$ cat src/rtl/legacy_route_pkg.sv
package legacy_route_pkg;

  typedef enum logic [1:0] {
    DEST_GFX = 2'b01,
    DEST_HUB = 2'b10
  } dest_e;

  // Per-request hit summary from the decoders
  typedef struct packed {
    logic io_mono;       // any lane on a monochrome register
    logic io_mono_only;  // any lane on the monochrome-only register
    logic io_vga;        // any lane on a colour register
    logic mem_mono;
    logic mem_vga;
    logic io_in_win;     // lowest lane inside bridge window, ISA clear
  } hit_t;

  typedef struct packed {
    logic vga_en;
    logic mono_en;
  } mode_t;

  localparam int LEG_DEC_BITS = 10;

  function automatic logic mono_io_loc(input logic [LEG_DEC_BITS-1:0] a);
    case (a)
      10'h3B4, 10'h3B5, 10'h3B8, 10'h3B9, 10'h3BA, 10'h3BF: mono_io_loc = 1'b1;
      default: mono_io_loc = 1'b0;
    endcase
  endfunction

  function automatic logic vga_io_loc(input logic [LEG_DEC_BITS-1:0] a);
    vga_io_loc = ((a >= 10'h3B0) && (a <= 10'h3BB)) ||
                 ((a >= 10'h3C0) && (a <= 10'h3DF));
  endfunction

endpackage

$ cat src/rtl/lr_io_lane_match.sv
module lr_io_lane_match
  import legacy_route_pkg::*;
#(
  parameter int IO_W  = 16,
  parameter int LANES = 4
) (
  input  logic [IO_W-1:0]  io_addr,
  input  logic [LANES-1:0] lane_en,
  output logic             any_mono,
  output logic             any_mono_only,
  output logic             any_vga,
  output logic [IO_W-1:0]  low_lane_addr
);
  localparam int LANE_BITS = (LANES > 1) ? $clog2(LANES) : 1;

  logic [IO_W-1:0]  lane_addr [LANES];
  logic [LANES-1:0] hit_mono;
  logic [LANES-1:0] hit_mono_only;
  logic [LANES-1:0] hit_vga;

  for (genvar i = 0; i < LANES; i++) begin : g_lane
    logic [LEG_DEC_BITS-1:0] folded;
    assign lane_addr[i]     = {io_addr[IO_W-1:LANE_BITS], LANE_BITS'(i)};
    assign folded           = lane_addr[i][LEG_DEC_BITS-1:0];
    assign hit_mono[i]      = lane_en[i] & mono_io_loc(folded);
    assign hit_mono_only[i] = lane_en[i] & (folded == 10'h3BF);
    assign hit_vga[i]       = lane_en[i] & vga_io_loc(folded);
  end

  assign any_mono      = |hit_mono;
  assign any_mono_only = |hit_mono_only;
  assign any_vga       = |hit_vga;

  // Lowest enabled lane selects the window compare address
  always_comb begin
    low_lane_addr = lane_addr[0];
    for (int j = LANES - 1; j >= 0; j--) begin
      if (lane_en[j]) low_lane_addr = lane_addr[j];
    end
  end

endmodule

$ cat src/rtl/lr_mem_match.sv
module lr_mem_match #(
  parameter int               AW      = 32,
  parameter logic [AW-1:0]    MONO_LO = AW'(32'h000B_0000),
  parameter logic [AW-1:0]    MONO_HI = AW'(32'h000B_7FFF),
  parameter logic [AW-1:0]    VGA_LO  = AW'(32'h000A_0000),
  parameter logic [AW-1:0]    VGA_HI  = AW'(32'h000B_FFFF)
) (
  input  logic [AW-1:0] addr,
  output logic          mono_hit,
  output logic          vga_hit
);
  assign mono_hit = (addr >= MONO_LO) && (addr <= MONO_HI);
  assign vga_hit  = (addr >= VGA_LO)  && (addr <= VGA_HI);
endmodule

$ cat src/rtl/lr_io_window.sv
module lr_io_window #(
  parameter int IO_W = 16
) (
  input  logic [IO_W-1:0] addr,
  input  logic [IO_W-1:0] base,
  input  logic [IO_W-1:0] limit,
  input  logic            isa_en,
  output logic            fwd_ok
);
  assign fwd_ok = !isa_en && (addr >= base) && (addr <= limit);
endmodule

$ cat src/rtl/lr_route_sel.sv
module lr_route_sel
  import legacy_route_pkg::*;
(
  input  logic  is_io,
  input  mode_t mode,
  input  hit_t  hit,
  output dest_e dest,
  output logic  cfg_err
);
  logic mono_eff;

  assign cfg_err  = !mode.vga_en && mode.mono_en;
  assign mono_eff = mode.vga_en && mode.mono_en;

  always_comb begin
    dest = DEST_HUB;
    if (!is_io) begin
      if (mode.vga_en && hit.mem_vga)
        dest = (mono_eff && hit.mem_mono) ? DEST_HUB : DEST_GFX;
    end else if (mode.vga_en) begin
      if (mono_eff ? hit.io_mono : hit.io_mono_only) dest = DEST_HUB;
      else if (hit.io_vga)                           dest = DEST_GFX;
      else if (hit.io_in_win)                        dest = DEST_GFX;
    end else begin
      if (hit.io_vga || hit.io_mono) dest = DEST_HUB;
      else if (hit.io_in_win)        dest = DEST_GFX;
    end
  end
endmodule

$ cat src/rtl/legacy_route_dec.sv
module legacy_route_dec
  import legacy_route_pkg::*;
#(
  parameter int AW    = 32,
  parameter int IO_W  = 16,
  parameter int LANES = 4
) (
  input  logic             clk,
  input  logic             rst,
  input  logic             req_valid,
  output logic             req_ready,
  input  logic             req_is_io,
  input  logic [AW-1:0]    req_addr,
  input  logic [LANES-1:0] req_be,
  input  logic             cfg_vga_en,
  input  logic             cfg_mono_en,
  input  logic             cfg_isa_en,
  input  logic [IO_W-1:0]  cfg_io_base,
  input  logic [IO_W-1:0]  cfg_io_limit,
  output logic             rsp_valid,
  input  logic             rsp_ready,
  output logic [1:0]       rsp_dest,
  output logic             rsp_cfg_err
);
  hit_t      hit;
  mode_t     mode;
  dest_e     dest_nxt;
  logic      err_nxt;
  logic [IO_W-1:0] low_addr;
  logic      accept;

  assign mode = '{vga_en: cfg_vga_en, mono_en: cfg_mono_en};

  lr_io_lane_match #(.IO_W(IO_W), .LANES(LANES)) u_lanes (
    .io_addr       (req_addr[IO_W-1:0]),
    .lane_en       (req_be),
    .any_mono      (hit.io_mono),
    .any_mono_only (hit.io_mono_only),
    .any_vga       (hit.io_vga),
    .low_lane_addr (low_addr)
  );

  lr_mem_match #(.AW(AW)) u_mem (
    .addr     (req_addr),
    .mono_hit (hit.mem_mono),
    .vga_hit  (hit.mem_vga)
  );

  lr_io_window #(.IO_W(IO_W)) u_win (
    .addr   (low_addr),
    .base   (cfg_io_base),
    .limit  (cfg_io_limit),
    .isa_en (cfg_isa_en),
    .fwd_ok (hit.io_in_win)
  );

  lr_route_sel u_sel (
    .is_io   (req_is_io),
    .mode    (mode),
    .hit     (hit),
    .dest    (dest_nxt),
    .cfg_err (err_nxt)
  );

  assign req_ready = !rsp_valid || rsp_ready;
  assign accept    = req_valid && req_ready;

  always_ff @(posedge clk) begin
    if (rst) begin
      rsp_valid   <= 1'b0;
      rsp_dest    <= DEST_HUB;
      rsp_cfg_err <= 1'b0;
    end else if (accept) begin
      rsp_valid   <= 1'b1;
      rsp_dest    <= dest_nxt;
      rsp_cfg_err <= err_nxt;
    end else if (rsp_ready) begin
      rsp_valid   <= 1'b0;
    end
  end

endmodule

$ cat config.mk
export PLATFORM = sky130hd
export DESIGN_NAME = legacy_route_dec
export DESIGN_NICKNAME = d
export VERILOG_FILES = /design/src/rtl/legacy_route_pkg.sv /design/src/rtl/lr_io_lane_match.sv /design/src/rtl/lr_mem_match.sv /design/src/rtl/lr_io_window.sv /design/src/rtl/lr_route_sel.sv /design/src/rtl/legacy_route_dec.sv
export SDC_FILE = /design/constraint.sdc
export NUM_CORES = 1
export LEC_CHECK = 0
export CAP_MARGIN = 20
export CORE_ASPECT_RATIO = 0.6
export CORE_MARGIN = 5
export CORE_UTILIZATION = 25
export CTS_CLUSTER_DIAMETER = 150
export CTS_CLUSTER_SIZE = 10
export DETAILED_ROUTE_END_ITERATION = 16
export PLACE_DENSITY = 0.55
export RECOVER_POWER = 25
export SLEW_MARGIN = 20
export SYNTH_ARGS = -nofsm -noshare
export SYNTH_HDL_FRONTEND = slang
export SYNTH_HIERARCHICAL = 1
export SYNTH_SLANG_ARGS = --single-unit
$ cat constraint.sdc
create_clock -name clk -period 4.8 [get_ports clk]
set_input_delay 0.48 -clock clk [delete_from_list [all_inputs] [get_ports clk]]
set_output_delay 0.48 -clock clk [all_outputs]
set_load 0.01 [all_outputs]
After elaboration in Yosys (flattened, before gate mapping)

Index checks and enable logic that the tools add are counted.

Multiplexer cells: 18
Add/subtract/negate cells: 0
Bitwise logic cells: 9
Divide/modulo/power cells: 0
Multipliers: 0
Eq/ne operators: 3
Reductions and logical operators: 30
Shifts and indexed selects: 0
Magnitude comparators: 22

Operators with widths:

| kind                                                  | number |
|---|---|
| >= comparator 10 bit, second input constant           | 8 |
| <= comparator 10 bit, second input constant           | 8 |
| >= comparator 32 x 20 -> 1 bit, second input constant | 2 |
| <= comparator 32 x 20 -> 1 bit, second input constant | 2 |
| == test 8 bit, second input constant                  | 3 |
| two-way mux 2 bit                                     | 12 |
| logical AND 1 bit                                     | 17 |
| >= comparator 16 bit                                  | 1 |
| <= comparator 16 bit                                  | 1 |
| AND 1 bit                                             | 9 |
| OR reduction 4 bit                                    | 2 |
| logical OR 1 bit                                      | 6 |
| two-way mux 1 bit                                     | 6 |
| logical NOT 1 bit                                     | 3 |
| nonzero test 2 bit                                    | 1 |
| OR reduction 2 bit                                    | 1 |

Bits in registers: 4
Word-level logic and storage cells: 85
Output and inout bits: 5
Bits in latches: 0
Memories: 0
Bits in writable memories: 0
Bits in read-only memories: 0

Logic depth before layout (Yosys ltp)

Gate-level depths: netlist (run 1).

Word-level depth: 12
Gate-level depth with buffers: 15
Depth with buffers taken out: 15

Cells and area by module

The synthesis (run 1) kept the hierarchy.

By module, submodules not included:

| module           | area an instance (um^2) | cells each | instances | sequential area each (um^2) |
|---|---|---|---|---|
| lr_io_window     | 789.5                   | 114        | 1         | 0.0 |
| lr_io_lane_match | 209.0                   | 33         | 1         | 0.0 |
| legacy_route_dec | 175.2                   | 16         | 1         | 80.1 |
| lr_route_sel     | 75.1                    | 9          | 1         | 0.0 |
| lr_mem_match     | 52.6                    | 6          | 1         | 0.0 |

Least setup slack after synthesis (run 1)

Ideal clock, no wire load.

Path type: input to register
Start point: input req_addr[10]
End point: register rsp_dest[1]
Cell stages on the path: 10
Setup time: 0.122 ns
Path buffers: 1
Required time: 4.678 ns
Arrival: 2.490 ns
Setup slack: 2.188 ns
Path through: buf_4 > ha_1 > nand4_1 > or4_1 > or3_1 > a21boi_1 > o21ai_0 > a211oi_2 > a41oi_1 > a311o_1

RTL lines:

| what                 | line                   | source |
|---|---|---|
| start, declared      | legacy_route_dec.sv:13 | `input logic [AW-1:0] req_addr,` |
| end signal, assigned | legacy_route_dec.sv:75 | `rsp_dest <= dest_nxt;` |
| end, declared        | legacy_route_dec.sv:22 | `output logic [1:0] rsp_dest,` |

==> results.toml, run 1 <==
[final_layout]
area_growth_pct = 60.6
final_cells = 310
drive_gt1_frac = 0.0451
final_common_cell = "clkdlybuf4s50_1"
layout_common_cells = "77 x clkdlybuf4s50_1, 35 x inv_1, 32 x ha_1"
num-fill-cells = 531
final_nets = 354
antenna_cells = 0
final_core_util = 0.413

[grt]
grt_overflow = 0
antenna_found_initial = 0
grt_pass1_wl_um = 5870
grt_pass1_vias = 1332
grt_util_all_layers = 0.108
grt_max_degree = 9

[routing]
dr.pass1.iters = 4
vias = 1375
viasPerCell = 4.44
wl_met3_um = 362
drtAntennaViolNets = 0
wl_per_cell_um = 12.1
drc = 0
top_layer_used = "met4"
dr_wl_met2_um = 1480
wirelength_met1_um = 1900
drt_iter0_drc = 33
drt_wl_total_um = 3750

[synthesis]
yosysSeqAreaShare = 0.0615
synth_top_family_by_area = "adder cells"
synth_top_cell_area_share = 0.308
synth.distinct_cells = 40
synthesis.area_um2 = 1300
syn_avg_cell_area_um2 = 7.31
synth_compound_area_frac = 0.213
synthTopCellsByArea = "ha_1 31%, inv_1 10%, buf_4 8.1%, a21oi_1 6.9%, dfxtp_1 6.2%"
synth_edf_count = 0
async_reset_ff_frac = 0
synth_ff_type = "dfxtp_1"
synth_adder_area_share = 0.308
yosys.area_share.simple = 0.215
ys_warn_count = 6
ys_seq_elements = 4
synth_fp_nets = 286
synth_xor_area_frac = 0
syn_inst = 178
synth_top_area_cell = "ha_1"
synthMuxAreaShare = 0.0115

[pwr]
p_leak_uw = 0.000979
vdd_drop_max_uv = 114
p_total_uw = 251
p_per_area_nw_per_um2 = 120

[timing]
fin_worst_skew_ns = 0.00354
period_share = 0.649
drv_slew = 0
finalSetupViolCount = 0
period_needed_ns = 3.11
fmax_ghz = 0.321
hold_viol_final = 0
maxSlewHeadroom = 0.764
setup_tns_ns = 0
worst_pin_slew_ns = 0.351
rsz0062_at_grt = "no"

[setup_path]
required_ns = 4.90
reg2regPathDepth = 3
cp-end-kind = "flop"
cp-start-kind = "input pin"
criticalPathCategory = "input pin to flop"
cp.arrival_ns = 3.21
cp_max_fo = 4

[run]
cap_viol_max_count = 0

[cts]
clk_path_buf_depth = 2
cts_tree = "yes"
postCtsHoldBufs = 0
cts_buffers = 3
clk_latency_ns = 0.22
clk_pin_slew_ns = 0.03
ctsResizeCount = 0
clockRootBuffer = "clkbuf_8"
cts_setup_buffers = 0
cts_sinks = 4
cts_max_level = 1

[run_status]
status = "finished clean"

[floorplan]
rows = 20
die_w_um = 103
ios = 81
design.core.area_um2 = 5050
start_util = 0.257
die_area_um2 = 6800
fp.dieH_um = 65.9

[min_path]
hp-class = "flop to flop"
min_path_cells = 2

[placement]
place_inst = 307
gp_congestion = 0.703
io_buffers = 78
hpwlAfterDp_um = 3440
-- state kept, by name (all words and copies together), names as in the netlist --
| register | count |
|---|---|
| rsp_cfg_err | 1 |
| rsp_dest | 2 |
| rsp_valid | 1 |
-- cell type report --
cell class / count / area (µm²) / area share
clock buffer: 3 / 41.3 / 0.0198
inverter: 35 / 131 / 0.0629
tap: 66 / 82.6 / 0.0395
sequential: 4 / 80.1 / 0.0383
multi-input combinational: 124 / 973 / 0.466
timing repair buffer: 78 / 781 / 0.374
-- synth_stat cells (2+ instances only) --
master   count
ha_1        32
nor4_1       3
o21ai_0      7
a21oi_1     18
nor2_1       7
inv_1       35
dfxtp_1      4
or3_1        2
a21bo_1      2
nand4_1      5
nor3_1       3
nand3_1      6
nor3b_1      2
a21o_1       2
nand2_1     12
buf_4       14
-- stage by stage --
step                hold WS, ns  area [µm²]  setup WS (ns)
CTS                       0.572        2090           1.68
global placement          0.561        2050           1.47
global route              0.592        2090           1.55
finish                    0.571        2090           1.69
floorplan                 0.549        1300           2.19
detailed placement        0.563        2050           1.46
-- where the power goes --
| part | total [µW] | internal [µW] | switching (µW) |
|---|---|---|---|
| clock network | 72.9 | 53.6 | 19.3 |
| registers | 36.2 | 35.2 | 1.02 |
| logic | 142 | 88.0 | 54.4 |
-- kinds of logic after synthesis --
| group | Yosys count |
|---|---|
| AO/OA/AOI/OAI | 42 |
| adder cells (fa/ha/maj) | 32 |
| flip-flops | 4 |
| AND/OR/NAND/NOR | 49 |
| buffers and inverters | 50 |
| multiplexers | 1 |
-- critical path: stages --
cell             delay [ns]
clkdlybuf4s50_1        0.52
ha_1                   0.38
nand4_1                0.09
or4_1                  0.53
or3_1                  0.37
a21boi_1               0.17
o21ai_0                0.11
a211oi_2               0.22
a41oi_1                0.07
a311o_1                0.28
-- final timing paths --
check                    startpoint  slack (ns)                        to
min reg2reg  rsp_valid$_SDFFE_PP0P_        0.57    rsp_valid$_SDFFE_PP0P_
min          rsp_valid$_SDFFE_PP0P_        0.57    rsp_valid$_SDFFE_PP0P_
max                     req_addr[9]        1.69  rsp_dest[1]$_SDFFE_PP1P_
max reg2reg  rsp_valid$_SDFFE_PP0P_        3.86  rsp_dest[1]$_SDFFE_PP1P_
-- routing by layer --
layer  global-route usage  up-vias
li1                     -      753
met1                0.158      564
met2                0.155       56
met3               0.0390        2
met4              0.00969        0
met5                    0        -
No activity file was read; power rests on OpenSTA's default activity.
==> inputs of run 2 (changes only) <==
--- a/config.mk
+++ b/config.mk
@@ -12,7 +12,7 @@
 export CTS_CLUSTER_DIAMETER = 150
 export CTS_CLUSTER_SIZE = 10
 export DETAILED_ROUTE_END_ITERATION = 16
-export PLACE_DENSITY = 0.55
+export PLACE_DENSITY = 0.57
 export RECOVER_POWER = 25
 export SLEW_MARGIN = 20
 export SYNTH_ARGS = -nofsm -noshare
==> constraint.sdc (replaced) <==
create_clock -name clk -period 2.6 [get_ports clk]
set_input_delay 0.26 -clock clk [delete_from_list [all_inputs] [get_ports clk]]
set_output_delay 0.26 -clock clk [all_outputs]
set_load 0.01 [all_outputs]
==> results.toml, run 2 (synthesis results as in run 1) <==
[setup_path]
criticalPathCategory = "input pin to flop"
reg2regPathDepth = 3
cp-end-kind = "flop"
slowest_stage = "or4_4"
critPathBufInv = 1
cp_cell_sequence = "dlygate4sd2_1, ha_4, nand4_1, or4_4, or3_4, a21boi_2, o21ai_1, a211oi_2, a41oi_2, a311o_1"
cp_max_fo = 2
critPathTopFamily = "simple AND/OR/NAND/NOR gates"
worstSetupPathDepth = 10
slowest_delay_ns = 0.50
cp-start-kind = "input pin"
cp.arrival_ns = 2.64
required_ns = 2.70

[routing]
wl_per_cell_um = 12.8
drtAntennaViolNets = 0
drt_wl_total_um = 4360
drc = 0
vias = 1491
dr.pass1.iters = 4
viasPerCell = 4.37
drt_iter0_drc = 53

[timing]
timing.hold.ws_ns = 0.569
period_share = 0.974
fin_worst_skew_ns = 0.00315
period_needed_ns = 2.53
drv_slew = 0
maxSlewHeadroom = 0.794
fmax_ghz = 0.395
finalSetupViolCount = 0
hold_viol_final = 0
worst_pin_slew_ns = 0.306
rsz0062_at_grt = "yes"

[cts]
cts_buffers = 3
clk_latency_ns = 0.22
cts_tree = "yes"
cts_max_level = 1
clk_pin_slew_ns = 0.03
clk_path_buf_depth = 2
cts_sinks = 4
clockRootBuffer = "clkbuf_8"

[final_layout]
drive_gt1_frac = 0.269
num-fill-cells = 501
area_growth_pct = 91.9
top_regs = "rsp_dest (2), rsp_cfg_err (1), rsp_valid (1)"
regMostFlops = "rsp_dest"
layout_common_cells = "50 x clkdlybuf4s50_1, 31 x buf_4, 26 x inv_1"
final_core_util = 0.494
antenna_cells = 0
final_nets = 385
final_common_cell = "clkdlybuf4s50_1"
largest_register_ffs = 2

[floorplan]
die_w_um = 103
ios = 81
design.core.area_um2 = 5050
die_area_um2 = 6800
start_util = 0.257
fp.dieH_um = 65.9
rows = 20

[placement]
gp_congestion = 0.758
io_buffers = 78
hpwlAfterDp_um = 3580

[min_path]
min_path_cells = 2
hp-class = "flop to flop"

[grt]
grt_overflow = 0
antenna_found_initial = 0
grt_util_all_layers = 0.121
grt_pass1_wl_um = 6600
grt_pass1_vias = 1525
grt_max_degree = 9

[run]
cap_viol_max_count = 0

[run_status]
status = "finished clean"

[pwr]
p_leak_uw = 0.00122
p_per_area_nw_per_um2 = 212
vdd_drop_max_uv = 162
run 2: changes by cell type in the layout (fill, tap and decap cells not counted), moves of 2 or more:
cell / change
inv_1: -9
dlymetal6s2s_1: +8
clkbuf_2: +2
o21ai_1: +3
dlygate4sd2_1: +11
buf_4: +31
ha_1: -10
clkdlybuf4s15_1: +6
clkdlybuf4s50_1: -27
o21ai_0: -3
inv_2: +9
ha_4: +10
run 2: area by class of cell:
| type | instances | area (µm²) | area share |
|---|---|---|---|
| Clock buffer | 3 | 41.3 | 0.0165 |
| Timing Repair Buffer | 109 | 1010 | 0.404 |
| Multi-Input combinational cell | 124 | 1150 | 0.461 |
| Inverter | 35 | 131 | 0.0526 |
| Tap cell | 66 | 82.6 | 0.0331 |
| Sequential cell | 4 | 80.1 | 0.0321 |
run 2: metal layers:
metal | vias to the layer above | GRT usage | share of wire
met5 | - | 0 | 0
met4 | 0 | 0.0242 | 0.0096
met3 | 4 | 0.0337 | 0.078
met2 | 49 | 0.191 | 0.44
met1 | 626 | 0.166 | 0.48
li1 | 812 | - | -
run 2: power by group:
group	leakage, µW	internal, µW	switching, µW
combinational	0.00116	201	130
sequential	0.0000329	65.0	2.20
clock	0.0000216	98.7	33.0
total	0.00122	365	165
run 2: repair_timing:
item | 4_1_cts | 5_1_grt
pin swaps | 6 | 13
gates cloned | 0 | 0
resized for setup | 43 | 27
hold buffers | 0 | 0
endpoints found under the setup margin | 2 | 2
setup buffers | 6 | 1
run 2: path summary, 6_finish.rpt:
kind | start | endpoint | slack [ns]
setup reg to reg | rsp_valid$_SDFFE_PP0P_ | rsp_dest[1]$_SDFFE_PP1P_ | 1.66
hold / removal | rsp_valid$_SDFFE_PP0P_ | rsp_valid$_SDFFE_PP0P_ | 0.57
setup / recovery | req_addr[9] | rsp_dest[1]$_SDFFE_PP1P_ | 0.07
hold reg to reg | rsp_valid$_SDFFE_PP0P_ | rsp_valid$_SDFFE_PP0P_ | 0.57
run 2: tightest hold or removal path: cells and delay by family, from the launching register on:
family	cells	cell delay [ns]
compound gates	1	0.07
simple gates	1	0.12
flops	1	0.32
run 2: per-stage QoR:
stage	setup TNS (ns)	area (µm²)	power (µW)	std cells	worst slack [ns]
after floorplan	0	1300	195	178	0.208
after CTS	-0.0189	2420	524	340	-0.0189
after global placement	-0.635	2230	365	331	-0.332
after global routing	-0.00200	2500	573	341	-0.00200
final	0	2500	529	341	0.0686
after detailed placement	-0.632	2230	367	331	-0.330
